===== src/rtl/q2p_pkg.sv =====
`timescale 1ns/1ps
package q2p_pkg;
  localparam int QW_DEF = 32;
  localparam int FW_DEF = 16;
  localparam int POSIT_W = 8;
  localparam int EXP_W = 2;

  typedef struct packed {
    logic [POSIT_W-1:0] code;
    logic               zero;
    logic               inf;
  } q2p_result_t;
endpackage


===== src/rtl/q2p_lead_one.sv =====
`timescale 1ns/1ps
module q2p_lead_one #(
  parameter int W = 32,
  localparam int LW = $clog2(W)
) (
  input  logic [W-1:0]  vec,
  output logic [LW-1:0] pos,
  output logic          found
);
  always_comb begin
    pos   = '0;
    found = 1'b0;
    for (int i = 0; i < W; i++) begin
      if (vec[i]) begin
        pos   = LW'(i);
        found = 1'b1;
      end
    end
  end
endmodule


===== src/rtl/q2p_round_pack.sv =====
`timescale 1ns/1ps
module q2p_round_pack #(
  parameter int PW  = 8,
  parameter int ES  = 2,
  parameter int KW  = 7,
  parameter int FIN = 31,
  localparam int BW = 1 + ES + FIN + PW
) (
  input  logic signed [KW-1:0] regime_k,
  input  logic [ES-1:0]        exp_bits,
  input  logic [FIN-1:0]       frac,
  output logic [PW-2:0]        body
);
  logic          run_bit;
  logic [KW-1:0] run_raw, run;
  logic [BW-1:0] base, shifted, fill, packed_str;
  logic [PW-2:0] trunc;
  logic          guard, sticky, inc;
  logic [PW-1:0] sum;

  assign run_bit = ~regime_k[KW-1];
  assign run_raw = run_bit ? ($unsigned(regime_k) + 1'b1) : $unsigned(-regime_k);
  assign run     = (run_raw > KW'(PW-1)) ? KW'(PW-1) : run_raw;

  assign base       = {~run_bit, exp_bits, frac, {PW{1'b0}}};
  assign shifted    = base >> run;
  assign fill       = run_bit ? ~({BW{1'b1}} >> run) : '0;
  assign packed_str = shifted | fill;

  assign trunc  = packed_str[BW-1 -: PW-1];
  assign guard  = packed_str[BW-PW];
  assign sticky = |packed_str[BW-PW-1:0];
  assign inc    = guard & (sticky | trunc[0]);
  assign sum    = {1'b0, trunc} + PW'(inc);

  always_comb begin
    if (sum[PW-1])
      body = '1;
    else if (sum[PW-2:0] == '0)
      body = (PW-1)'(1);
    else
      body = sum[PW-2:0];
  end
endmodule


===== src/rtl/q2p_convert.sv =====
`timescale 1ns/1ps
module q2p_convert #(
  parameter int QW = 32,
  parameter int FW = 16,
  parameter int PW = 8,
  parameter int ES = 2,
  localparam int LW  = $clog2(QW),
  localparam int SCW = LW + 2
) (
  input  logic [QW-1:0] quire,
  input  logic          sat,
  input  logic          nar,
  output logic [PW-1:0] code,
  output logic          zero,
  output logic          inf
);
  logic                  neg, found;
  logic [QW-1:0]         mag;
  logic [LW-1:0]         lead_pos, shamt;
  logic [QW-2:0]         frac;
  logic signed [SCW-1:0] scale, regime_k;
  logic [ES-1:0]         exp_bits;
  logic [PW-2:0]         body;
  logic [PW-1:0]         mag_code, signed_code;

  assign neg = quire[QW-1];
  assign mag = neg ? (~quire + 1'b1) : quire;

  q2p_lead_one #(.W(QW)) u_lead (
    .vec   (mag),
    .pos   (lead_pos),
    .found (found)
  );

  assign shamt    = LW'(QW-1) - lead_pos;
  assign frac     = (QW-1)'(mag << shamt);
  assign scale    = $signed({2'b00, lead_pos}) - $signed(SCW'(FW));
  assign regime_k = scale >>> ES;
  assign exp_bits = scale[ES-1:0];

  q2p_round_pack #(.PW(PW), .ES(ES), .KW(SCW), .FIN(QW-1)) u_pack (
    .regime_k (regime_k),
    .exp_bits (exp_bits),
    .frac     (frac),
    .body     (body)
  );

  assign mag_code    = {1'b0, body};
  assign signed_code = neg ? (~mag_code + 1'b1) : mag_code;

  always_comb begin
    if (nar)
      code = {1'b1, {(PW-1){1'b0}}};
    else if (sat)
      code = neg ? {1'b1, {(PW-2){1'b0}}, 1'b1} : {1'b0, {(PW-1){1'b1}}};
    else if (!found)
      code = '0;
    else
      code = signed_code;
  end

  assign zero = !nar && !sat && !found;
  assign inf  = nar;
endmodule


===== src/rtl/q2p_stream.sv =====
`timescale 1ns/1ps
module q2p_stream
  import q2p_pkg::*;
#(
  parameter int QUIRE_W = QW_DEF,
  parameter int FRAC_W  = FW_DEF
) (
  input  logic               clk,
  input  logic               rst_n,
  input  logic               in_valid,
  output logic               in_ready,
  input  logic [QUIRE_W-1:0] in_quire,
  input  logic               in_overflow,
  input  logic               in_nar,
  output logic               out_valid,
  input  logic               out_ready,
  output logic [POSIT_W-1:0] out_posit,
  output logic               out_zero,
  output logic               out_inf
);
  q2p_result_t res_d, res_q;
  logic        valid_q;
  logic        take;

  q2p_convert #(.QW(QUIRE_W), .FW(FRAC_W), .PW(POSIT_W), .ES(EXP_W)) u_conv (
    .quire (in_quire),
    .sat   (in_overflow),
    .nar   (in_nar),
    .code  (res_d.code),
    .zero  (res_d.zero),
    .inf   (res_d.inf)
  );

  assign in_ready = !valid_q || out_ready;
  assign take     = in_valid && in_ready;

  always_ff @(posedge clk or negedge rst_n) begin
    if (!rst_n) begin
      valid_q <= 1'b0;
      res_q   <= '0;
    end else begin
      if (take) begin
        valid_q <= 1'b1;
        res_q   <= res_d;
      end else if (out_ready) begin
        valid_q <= 1'b0;
      end
    end
  end

  assign out_valid = valid_q;
  assign out_posit = res_q.code;
  assign out_zero  = res_q.zero;
  assign out_inf   = res_q.inf;
endmodule


===== config.mk =====
export PLATFORM = sky130hd
export DESIGN_NAME = q2p_stream
export DESIGN_NICKNAME = d
export VERILOG_FILES = /design/src/rtl/q2p_pkg.sv /design/src/rtl/q2p_lead_one.sv /design/src/rtl/q2p_round_pack.sv /design/src/rtl/q2p_convert.sv /design/src/rtl/q2p_stream.sv
export SDC_FILE = /design/constraint.sdc
export NUM_CORES = 1
export LEC_CHECK = 0
export ABC_AREA = 1
export BUFFER_PORTS_ARGS = -buffer_cell sky130_fd_sc_hd__buf_2
export CORE_ASPECT_RATIO = 0.75
export CORE_MARGIN = 5
export CORE_UTILIZATION = 50
export CTS_CLUSTER_DIAMETER = 120
export CTS_CLUSTER_SIZE = 8
export DETAILED_ROUTE_END_ITERATION = 8
export PLACE_DENSITY = 0.69
export SYNTH_ARGS = -nofsm -noshare
export SYNTH_HDL_FRONTEND = slang
export SYNTH_HIERARCHICAL = 1
export SYNTH_SLANG_ARGS = --single-unit
export TNS_END_PERCENT = 50

===== constraint.sdc =====
create_clock -name clk -period 0.95 [get_ports clk]
set_input_delay 0.1425 -clock clk [delete_from_list [all_inputs] [get_ports clk]]
set_output_delay 0.1425 -clock clk [all_outputs]
set_load 0.01 [all_outputs]

==> reports/metrics.cfg, run 1 <==
[die]
start_util = 0.516
ios = 50
dieArea_um2 = 14400
num_rows = 34
fp.dieW_um = 137
die_h_um = 105
coreArea_um2 = 11700

[critical_path]
cp-end-kind = flop
crit_type = in2reg
crit_path_frequent_cell = nand2_1
critPathLaunchType = input port
cp_max_fo = 5
path_buf_inv = 7
critPathMaxStageDelay_ps = 300
worstPathRequired_ps = 1120
critPathSlowestCell = o21ai_0
cp_top_family = simple AND/OR/NAND/NOR gates
cp.arrival_ps = 6160

[power]
p_comb_frac = 0.840
power_density_nw_per_um2 = 968
power.internal_mw = 4.17
power_switching_mw = 4.53
p_leak_nw = 5.12
ir_drop_v = 0.00114
seqPwrFrac = 0.067
p_clk_frac = 0.093
power_switching_share = 0.521

[global_routing]
groute.usage.overall = 0.321
grt_pass1_vias = 8697
grt_pass1_wl_um = 39200
overflow = 0
antenna_found_initial = 0
grt_max_degree = 33

[synthesis]
avgSynthCellArea_um2 = 4.79
seq_area_frac_synth = 0.0454
ys_top_cells_by_area = nand2_1, nand3_1, inv_1
synth_top_area_frac = 0.289
synth_cell_types = 45
async_flop_share = 1.00
synth-edff-count = 0
synth_cells = 1264
yosysTopAreaCell = nand2_1
synth_seq_cells = 11
synth_warnings = 6
syn_area_um2 = 6060
syn_nets = 1307
synth_ff_type = dfrtp_1

[placed_design]
place_inst = 1687
place.gp.congestion = 1.05
dp_hpwl_um = 18700
numPortBuffers = 49

[sta]
slew_violations = 0
clock.fmax_ghz = 0.167
rsz0062_at_grt = true
period_minus_slack_ps = 5990
maxSlewHeadroom = 0.654
setup_viol = 11
worstMarginPinSlew_ps = 515
finalWorstSetupSlack_ps = -5040
period_share = 6.30
clock_skew_ps = 2.81
fin_tns_setup_ps = -40500
hold_violations = 0

[clock_network]
clock_tree.root_cell = clkbuf_16
clkSinkCount = 11
numCtsBuffers = 3
clkLatencyLatePin_ps = 250
clk_path_buf_depth = 2
clk_pin_slew_ps = 50
htree_num_levels = 1
cts_tree = done

[min_path]
hp-class = in2reg

[cells_and_area]
layout_common_cells = nand2_1, buf_4, nand3_1, inv_1, nor2_1
area_delta_synth_final_pct = 48.5
nNetsFinal = 1595
nFillCells = 956
finalNonFillerCells = 1713
final_common_cell = nand2_1
drive_gt1_frac = 0.316
antenna_cells = 0
regArea_um2 = 275
multi_input_area_um2 = 5270

[run_status]
status = finished with violations
violations = negative setup slack

[route]
drc = 0
routedWlPerCell_um = 14.8
drtPass1Iterations = 8
viasPerCell = 5.73
ant_nets = 0
routed_wl_um = 25300
drtIter0Drc = 1376
vias = 9819

[job]
maxCapViolations = 0

[kinds of logic after synthesis]
kind of cell	count (synthesis)	synth area share
and+or+nand+nor	979	0.718
buffers and inverters	195	0.148
AOI/OAI and AO/OA	70	0.0719
DFF	11	0.0454
adders and majority gates	5	0.0103
xor gates and xnor gates	4	0.00702
[metal layers]
layer	track usage	wire length (um)	vias up
li1	-	-	4710
met3	0.0905	3500	88
met2	0.494	10700	661
met1	0.447	10500	4360
met4	0.0627	610	0
met5	0	0	-
[synth_stat cells (4+ instances only)]
cell / instances
nand2_2: 23
nand4_1: 49
o211ai_1: 5
buf_1: 8
nor3_1: 8
nor2_1: 108
o21ai_1: 21
buf_6: 7
nand3b_1: 7
buf_4: 12
ha_1: 5
a21oi_1: 14
nand2_1: 467
o21ai_0: 13
dfrtp_1: 11
inv_1: 113
inv_2: 11
buf_2: 28
nor2_2: 8
nand3_2: 4
clkbuf_1: 9
a31oi_1: 4
nand3_1: 293
[power groups by stage]
stage	Clock (mW)	Sequential (mW)	Combinational [mW]
5_1_grt	0.833	0.592	7.96
3_5_place_dp	0	0.580	6.40
2_1_floorplan	0	0.609	3.95
4_1_cts	0.797	0.577	6.75
6_report	0.809	0.587	7.31
3_3_place_gp	0	0.582	6.28
[sequential cells by signal, summed over array words and instances, names as in the netlist]
register and cells:
out_valid 1, out_posit 8, out_inf 1, out_zero 1
[layout make-up]
cell class | instances | share of cell area
clock inverters | 1 | 0.000556
flip-flops and latches | 11 | 0.0306
clock buffers | 3 | 0.00834
repair inverters | 1 | 0.000973
inverters | 128 | 0.0570
multi-input cells | 1059 | 0.586
well taps | 162 | 0.0225
repair buffers | 348 | 0.294
[timing repair]
item	CTS	global route
setup buffers	15	4
setup endpoints to repair	10	11
cloned	2	0
pin swaps	28	33
endpoints found under the hold margin	11	0
gates resized for setup	43	40
hold buffers	1	0
[worst min-delay path: cells and delay by family]
kind,cells,cell delay [ps]
buf+inv,1,120
simple gates,2,140
[worst paths after layout]
path	slack, ps	end	startpoint	depth (start not counted)
worst max-delay path	-5040	out_posit[2]$_DFFE_PN0P_	in_quire[1]	69
worst min-delay path	200	out_inf$_DFFE_PN0P_	in_nar	3
worst max register to register	-70	out_posit[2]$_DFFE_PN0P_	out_valid$_DFFE_PN0P_	4
worst min register to register	490	out_inf$_DFFE_PN0P_	out_inf$_DFFE_PN0P_	2
max in group asynchronous	450	out_posit[3]$_DFFE_PN0P_	rst_n	2
min in group asynchronous	290	out_posit[7]$_DFFE_PN0P_	rst_n	2
[per-stage QoR]
stage                     setup WS (ps)  cell area (um^2)  power (mW)   util  hold slack [ps]
after floorplan                   -4330              6180        4.56      -             -153
after global placement            -4860              8430        6.86  0.718             16.6
after detailed placement          -5180              8430        6.98  0.718             19.2
after CTS                         -4590              8820        8.13  0.751              203
after global routing              -5400              9000        9.38  0.766              219
final                             -5040              9000        8.71  0.766              204
Note: power is estimated with default switching activity, not from simulation.
==> run 2: changes to the inputs <==
--- a/config.mk
+++ b/config.mk
@@ -18,3 +18,2 @@
 export SYNTH_HDL_FRONTEND = slang
-export SYNTH_HIERARCHICAL = 1
 export SYNTH_SLANG_ARGS = --single-unit
==> constraint.sdc (replaced) <==
create_clock -name clk -period 0.95 [get_ports clk]
set_input_delay 0.0475 -clock clk [delete_from_list [all_inputs] [get_ports clk]]
set_output_delay 0.0475 -clock clk [all_outputs]
set_load 0.01 [all_outputs]
==> run 2 against run 1 <==
The flow now stops in 5_1_grt. Area after synthesis fell by 20%. Synthesized cell count shrank 27%.
==> reports/metrics.cfg, run 2 <==
[synthesis]
synth_compound_area_frac = 0.0714  ; was 0.0719
yosysTopAreaCell = nand3_1  ; was nand2_1
syn_nets = 969  ; was 1307
synthTopCellsByCount = nand2_1, nand3_1, inv_1, nor2_1, o21ai_0  ; was nand2_1, nand3_1, inv_1, nor2_1, nand4_1
synth_cells = 925  ; was 1264
synth_ff_type = dfrtp_1  ; unchanged
seq_area_frac_synth = 0.0567  ; was 0.0454
synth_mux_area_frac = 0  ; unchanged
avgSynthCellArea_um2 = 5.25  ; was 4.79 um^2
async_flop_share = 1.00  ; unchanged
synth_seq_cells = 11  ; unchanged
ys_top_cells_by_area = nand3_1, nand2_1, inv_1  ; was nand2_1, nand3_1, inv_1
synth-simple-area-share = 0.650  ; was 0.718
syn_area_um2 = 4860  ; was 6060 um^2
synth_cell_types = 49  ; was 45
synth_xor_area_frac = 0.0562  ; was 0.00702
synth_warnings = 0  ; was 6
synth-edff-count = 0  ; unchanged
synth_fa_ha_area_frac = 0.0155  ; was 0.0103
synth_top_area_frac = 0.232  ; was 0.289
synth_top_family_by_area = simple AND/OR/NAND/NOR gates  ; unchanged
yosys.cell_count.top_type = nand2_1  ; unchanged

[die]
start_util = 0.507  ; was 0.516
ios = 50  ; unchanged
fp.dieW_um = 124  ; was 137 um
num_rows = 31  ; was 34
die_h_um = 95.4  ; was 105 um

[global_routing]
grt_max_degree = 36
groute.usage.overall = 0.677
overflow = 7

[run_status]
error_line = [ERROR GRT-0232] Routing congestion too high. Check the congestion heatmap in the GUI.
status = aborted with a tool error  ; was finished with violations
lastStage = 5_1_grt

[placed_design]
dp_hpwl_um = 12500  ; was 18700 um
place_inst = 1265  ; was 1687
place.gp.congestion = 0.984  ; was 1.05
numPortBuffers = 49  ; unchanged

[clock_network]
clk_path_buf_depth = 2  ; unchanged
clkSinkCount = 11  ; unchanged
htree_num_levels = 1  ; unchanged
numCtsBuffers = 3  ; unchanged
clock_tree.root_cell = clkbuf_16  ; unchanged

[sta]
worst-ep-kind = register input
worst_endpoint = out_posit[6]$_DFFE_PN0P_/D

[run 2: changes by cell type after synthesis, moves of 11 or more]
cell     delta
nand2_1   -169
o21ai_1    -13
nor2_1     -36
inv_1      -22
nand4_1    -35
buf_2      -18
nand3_2    +11
xor2_1     +14
nand3_1    -68
[run 2: per-stage QoR]
| stage | setup TNS (ps) | setup slack (ps) | instance area [um^2] | hold slack [ps] |
|---|---|---|---|---|
| 2_1_floorplan | -32930 | -4290 | 5020 | -248 |
| 3_3_place_gp | -35580 | -4490 | 6720 | -75.3 |
| 3_5_place_dp | -36360 | -4600 | 6720 | -75.2 |
| 4_1_cts | -32890 | -4230 | 7970 | 132 |
[run 2: cells by family after synthesis]
kind of cell / Yosys count
fa+ha+maj: 6
simple gates: 677
xor+xnor: 26
flops: 11
compound gates: 57
buf+inv: 148
[run 2: what timing repair did]
item	in CTS
cloned	5
resized for setup	159
buffers inserted	47
hold buffers	1
hold endpoints to repair	11
pin swaps	56
endpoints found under the setup margin	11
[run 2: metal layers]
layer  GRT usage  overflow
met1       0.671         0
met2       0.852         2
met3       0.536         1
met4       0.641         4
met5       0.259         0
==> run 3: changes to the inputs <==
- CORE_ASPECT_RATIO: 0.75 -> default
- CORE_UTILIZATION: 50 -> 35
- CTS_CLUSTER_DIAMETER: 120 -> default
- CTS_CLUSTER_SIZE: 8 -> default
- PLACE_DENSITY: 0.69 -> default
- PLACE_DENSITY_LB_ADDON: default -> 0.15
==> run 3 against run 2 <==
Area after synthesis did not move. Synthesized cell count stayed put. The flow now finishes, with violations (negative setup slack).
==> reports/metrics.cfg, run 3 <==
[synthesis]
yosys.cell_count.top_type = nand2_1  ; unchanged
synth_warnings = 0  ; unchanged
syn_nets = 969  ; unchanged
seq_area_frac_synth = 0.0567  ; unchanged
synth_ff_type = dfrtp_1  ; unchanged
synthTopCellsByCount = nand2_1, nand3_1, inv_1, nor2_1, o21ai_0  ; unchanged
synth_top_area_frac = 0.232  ; unchanged
syn_area_um2 = 4860  ; unchanged
synth-edff-count = 0  ; unchanged
ys_top_cells_by_area = nand3_1, nand2_1, inv_1  ; unchanged
avgSynthCellArea_um2 = 5.25  ; unchanged
synth_cell_types = 49  ; unchanged
synth_seq_cells = 11  ; unchanged
synth_cells = 925  ; unchanged
async_flop_share = 1.00  ; unchanged
yosysTopAreaCell = nand3_1  ; unchanged

[critical_path]
critPathLaunchType = input port
cp_max_fo = 7
worstPathRequired_ps = 1090
cp.arrival_ps = 5440
critPathSlowestCell = clkbuf_16
crit_path_frequent_cell = nand2_2
cp-end-kind = flop
crit_type = in2reg
critPathMaxStageDelay_ps = 200

[job]
maxCapViolations = 0

[route]
drtPass1Iterations = 5
routed_wl_um = 19300
vias = 7068
viasPerCell = 5.14
ant_nets = 0
drtIter0Drc = 727
routedWlPerCell_um = 14.0
drc = 0

[placed_design]
dp_hpwl_um = 13900  ; was 12500 um
place_inst = 1330  ; was 1265
dpl_cell_area_um2 = 6910  ; was 6720 um^2
place.gp.congestion = 0.907  ; was 0.984
numPortBuffers = 49  ; unchanged
post-place-ws_ps = -4670  ; was -4600 ps

[die]
dieArea_um2 = 16300
coreArea_um2 = 13700
num_rows = 43  ; was 31
start_util = 0.354  ; was 0.507
ios = 50  ; unchanged
fp.dieW_um = 128  ; was 124 um
die_h_um = 128  ; was 95.4 um

[clock_network]
clkSinkCount = 11  ; unchanged
cts_tree = done
clkLatencyLatePin_ps = 250
clk_path_buf_depth = 2  ; unchanged
clock_tree.root_cell = clkbuf_16  ; unchanged
numCtsBuffers = 3  ; unchanged
clk_pin_slew_ps = 50
htree_num_levels = 1  ; unchanged

[global_routing]
grt_pass1_wl_um = 29900
antenna_found_initial = 0
groute.usage.overall = 0.215
grt_max_degree = 33
overflow = 0
grt_pass1_vias = 6473

[cells_and_area]
nFillCells = 1325
antenna_cells = 0
final_common_cell = nand2_1
largest_register_ffs = 8
area_delta_synth_final_pct = 69.7
layout_common_cells = nand2_1, buf_4, nand3_1, inv_1, nand3_2
nNetsFinal = 1241
design_area_um2 = 8240
drive_gt1_frac = 0.452
finalNonFillerCells = 1376
fin_util = 0.601

[power]
seqPwrFrac = 0.063
p_clk_frac = 0.088
p_comb_frac = 0.849
p_leak_nw = 4.32
ir_drop_v = 0.000611
power.internal_mw = 4.55
power_switching_mw = 4.51
total_power_mw = 9.05
power_density_nw_per_um2 = 1100
power_switching_share = 0.498

[sta]
clock_skew_ps = 5.70
period_minus_slack_ps = 5300
period_share = 5.58
maxSlewHeadroom = 0.741
rsz0062_at_grt = true
worstMarginPinSlew_ps = 387
finalWorstSetupSlack_ps = -4350
hold_violations = 0
setup_viol = 9
fin_tns_setup_ps = -34030
slew_violations = 0
clock.fmax_ghz = 0.189
hold_ws_ps = 150

[min_path]
hp-class = in2reg

[run_status]
violations = negative setup slack
status = finished with violations  ; was aborted with a tool error

## run 3: cell counts after synthesis
Identical to the previous run, type by type.
## run 3: worst paths after layout
check / depth (start not counted) / endpoint / start / slack, ps
min: 3 / out_posit[4]$_DFFE_PN0P_ / in_overflow / 150
max reg2reg: 6 / out_posit[7]$_DFFE_PN0P_ / out_valid$_DFFE_PN0P_ / -160
min reg2reg: 2 / out_posit[5]$_DFFE_PN0P_ / out_posit[5]$_DFFE_PN0P_ / 470
min in group asynchronous: 2 / out_posit[5]$_DFFE_PN0P_ / rst_n / 220
max: 57 / out_posit[6]$_DFFE_PN0P_ / in_quire[0] / -4350
max in group asynchronous: 2 / out_posit[3]$_DFFE_PN0P_ / rst_n / 510
## run 3: cell families after synthesis
kind of cell	Yosys count	synth area share
AO/OA/AOI/OAI	57	0.0714
AND/OR/NAND/NOR	677	0.650
XOR/XNOR	26	0.0562
adder cells (fa/ha/maj)	6	0.0155
flip-flops	11	0.0567
buffers and inverters	148	0.150
## run 3: final cells by class
class | instances | area, um^2 | share of cell area
timing repair buffer | 311 | 2590 | 0.314
tap | 180 | 225 | 0.0273
multi-input combinational | 766 | 4650 | 0.564
inverter | 104 | 432 | 0.0524
clock buffer | 4 | 78.8 | 0.00956
sequential | 11 | 275 | 0.0334
## run 3: metal layers
metal | wire [um] | up-vias | GRT usage
li1 | - | 3553 | -
met1 | 8510 | 3237 | 0.298
met2 | 9130 | 241 | 0.365
met3 | 1190 | 37 | 0.0192
met4 | 439 | 0 | 0.0431
met5 | 0 | - | 0
## run 3: worst max-delay path: cells and delay by family
kind	cells	cell delay, ps
AND/OR/NAND/NOR	44	3840
buffers and inverters	8	840
XOR/XNOR	2	300
adder cells (fa/ha/maj)	2	280
AO/OA/AOI/OAI	1	140
## run 3: repair_timing
item,4_1_cts,5_1_grt
endpoints found under the setup margin,11,11
hold buffers,1,0
endpoints found under the hold margin,11,0
pin swaps,24,66
cloned,4,5
setup buffers,20,14
gates resized for setup,50,130
## run 3: power by group through the flow
stage / Sequential (mW) / Clock (mW) / Combinational, mW
global route: 0.578 / 0.828 / 8.37
finish: 0.572 / 0.796 / 7.69
detailed placement: 0.577 / 0 / 6.15
global placement: 0.576 / 0 / 6.13
CTS: 0.571 / 0.798 / 6.52
floorplan: 0.609 / 0 / 3.68
==> run 4: changes to the inputs <==
- BUFFER_PORTS_ARGS: -buffer_cell sky130_fd_sc_hd__buf_2 -> -buffer_cell sky130_fd_sc_hd__buf_4
- CORE_UTILIZATION: 35 -> 62
- MAX_ROUTING_LAYER: default -> met4
==> run 4 against run 3 <==
The flow now stops in 5_1_grt. Synthesized cell count stayed put. Area after synthesis unchanged.
==> reports/metrics.cfg, run 4 <==
[synthesis]
syn_nets = 969  ; unchanged
synth_cell_types = 49  ; unchanged
syn_area_um2 = 4860  ; unchanged
synth_cells = 925  ; unchanged
synth_warnings = 0  ; unchanged
avgSynthCellArea_um2 = 5.25  ; unchanged
yosys.cell_count.top_type = nand2_1  ; unchanged
synth_ff_type = dfrtp_1  ; unchanged
seq_area_frac_synth = 0.0567  ; unchanged
synth_top_area_frac = 0.232  ; unchanged
synth_seq_cells = 11  ; unchanged
ys_top_cells_by_area = nand3_1, nand2_1, inv_1  ; unchanged
synth-edff-count = 0  ; unchanged
synthTopCellsByCount = nand2_1, nand3_1, inv_1, nor2_1, o21ai_0  ; unchanged
async_flop_share = 1.00  ; unchanged
yosysTopAreaCell = nand3_1  ; unchanged

[die]
die_h_um = 98.5  ; was 128 um
ios = 50  ; unchanged
num_rows = 32  ; was 43
start_util = 0.632  ; was 0.354
fp.dieW_um = 98.5  ; was 128 um

[global_routing]
grt_pass1_vias = 11012
overflow = 185
groute.usage.overall = 0.805
grt_pass1_wl_um = 61000
grt_max_degree = 37

[clock_network]
clock_tree.root_cell = clkbuf_8  ; was clkbuf_16
clk_path_buf_depth = 2  ; unchanged
numCtsBuffers = 3  ; unchanged
clkSinkCount = 11  ; unchanged
htree_num_levels = 1  ; unchanged

[placed_design]
numPortBuffers = 49  ; unchanged
place_inst = 1224  ; was 1330
dp_hpwl_um = 16100  ; was 13900 um
post-place-ws_ps = -5160  ; was -4670 ps
place.gp.congestion = 1.24  ; was 0.907

[run_status]
status = aborted with a tool error  ; was finished with violations
error_line = [ERROR GRT-0116] Global routing finished with congestion. Check the congestion regions in the DRC Viewer.
lastStage = 5_1_grt

==> run 4: cell counts after synthesis <==
Identical to the previous run, type by type.
==> run 4: timing repair <==
item                                   in CTS
endpoints found under the hold margin      11
buffers inserted                           25
gates cloned                                6
pin swaps                                  37
resized for setup                          83
setup endpoints to repair                  11
hold buffers                                1
==> run 4: logic make-up after synthesis <==
group	after synthesis	synth area share
AOI/OAI and AO/OA	57	0.0714
xor gates and xnor gates	26	0.0562
adders and majority gates	6	0.0155
buffers and inverters	148	0.150
DFF	11	0.0567
and+or+nand+nor	677	0.650
==> run 4: per-stage QoR <==
stage               area [um^2]  setup TNS (ps)
floorplan                  5020          -32930
global placement           6700          -35230
detailed placement         6700          -40620
CTS                        7460          -37990
==> run 4: per-layer routing <==
metal	GRT usage	GRT overflow
met5	-	-
met4	0.884	62
met3	0.591	2
met2	0.982	113
met1	0.758	8
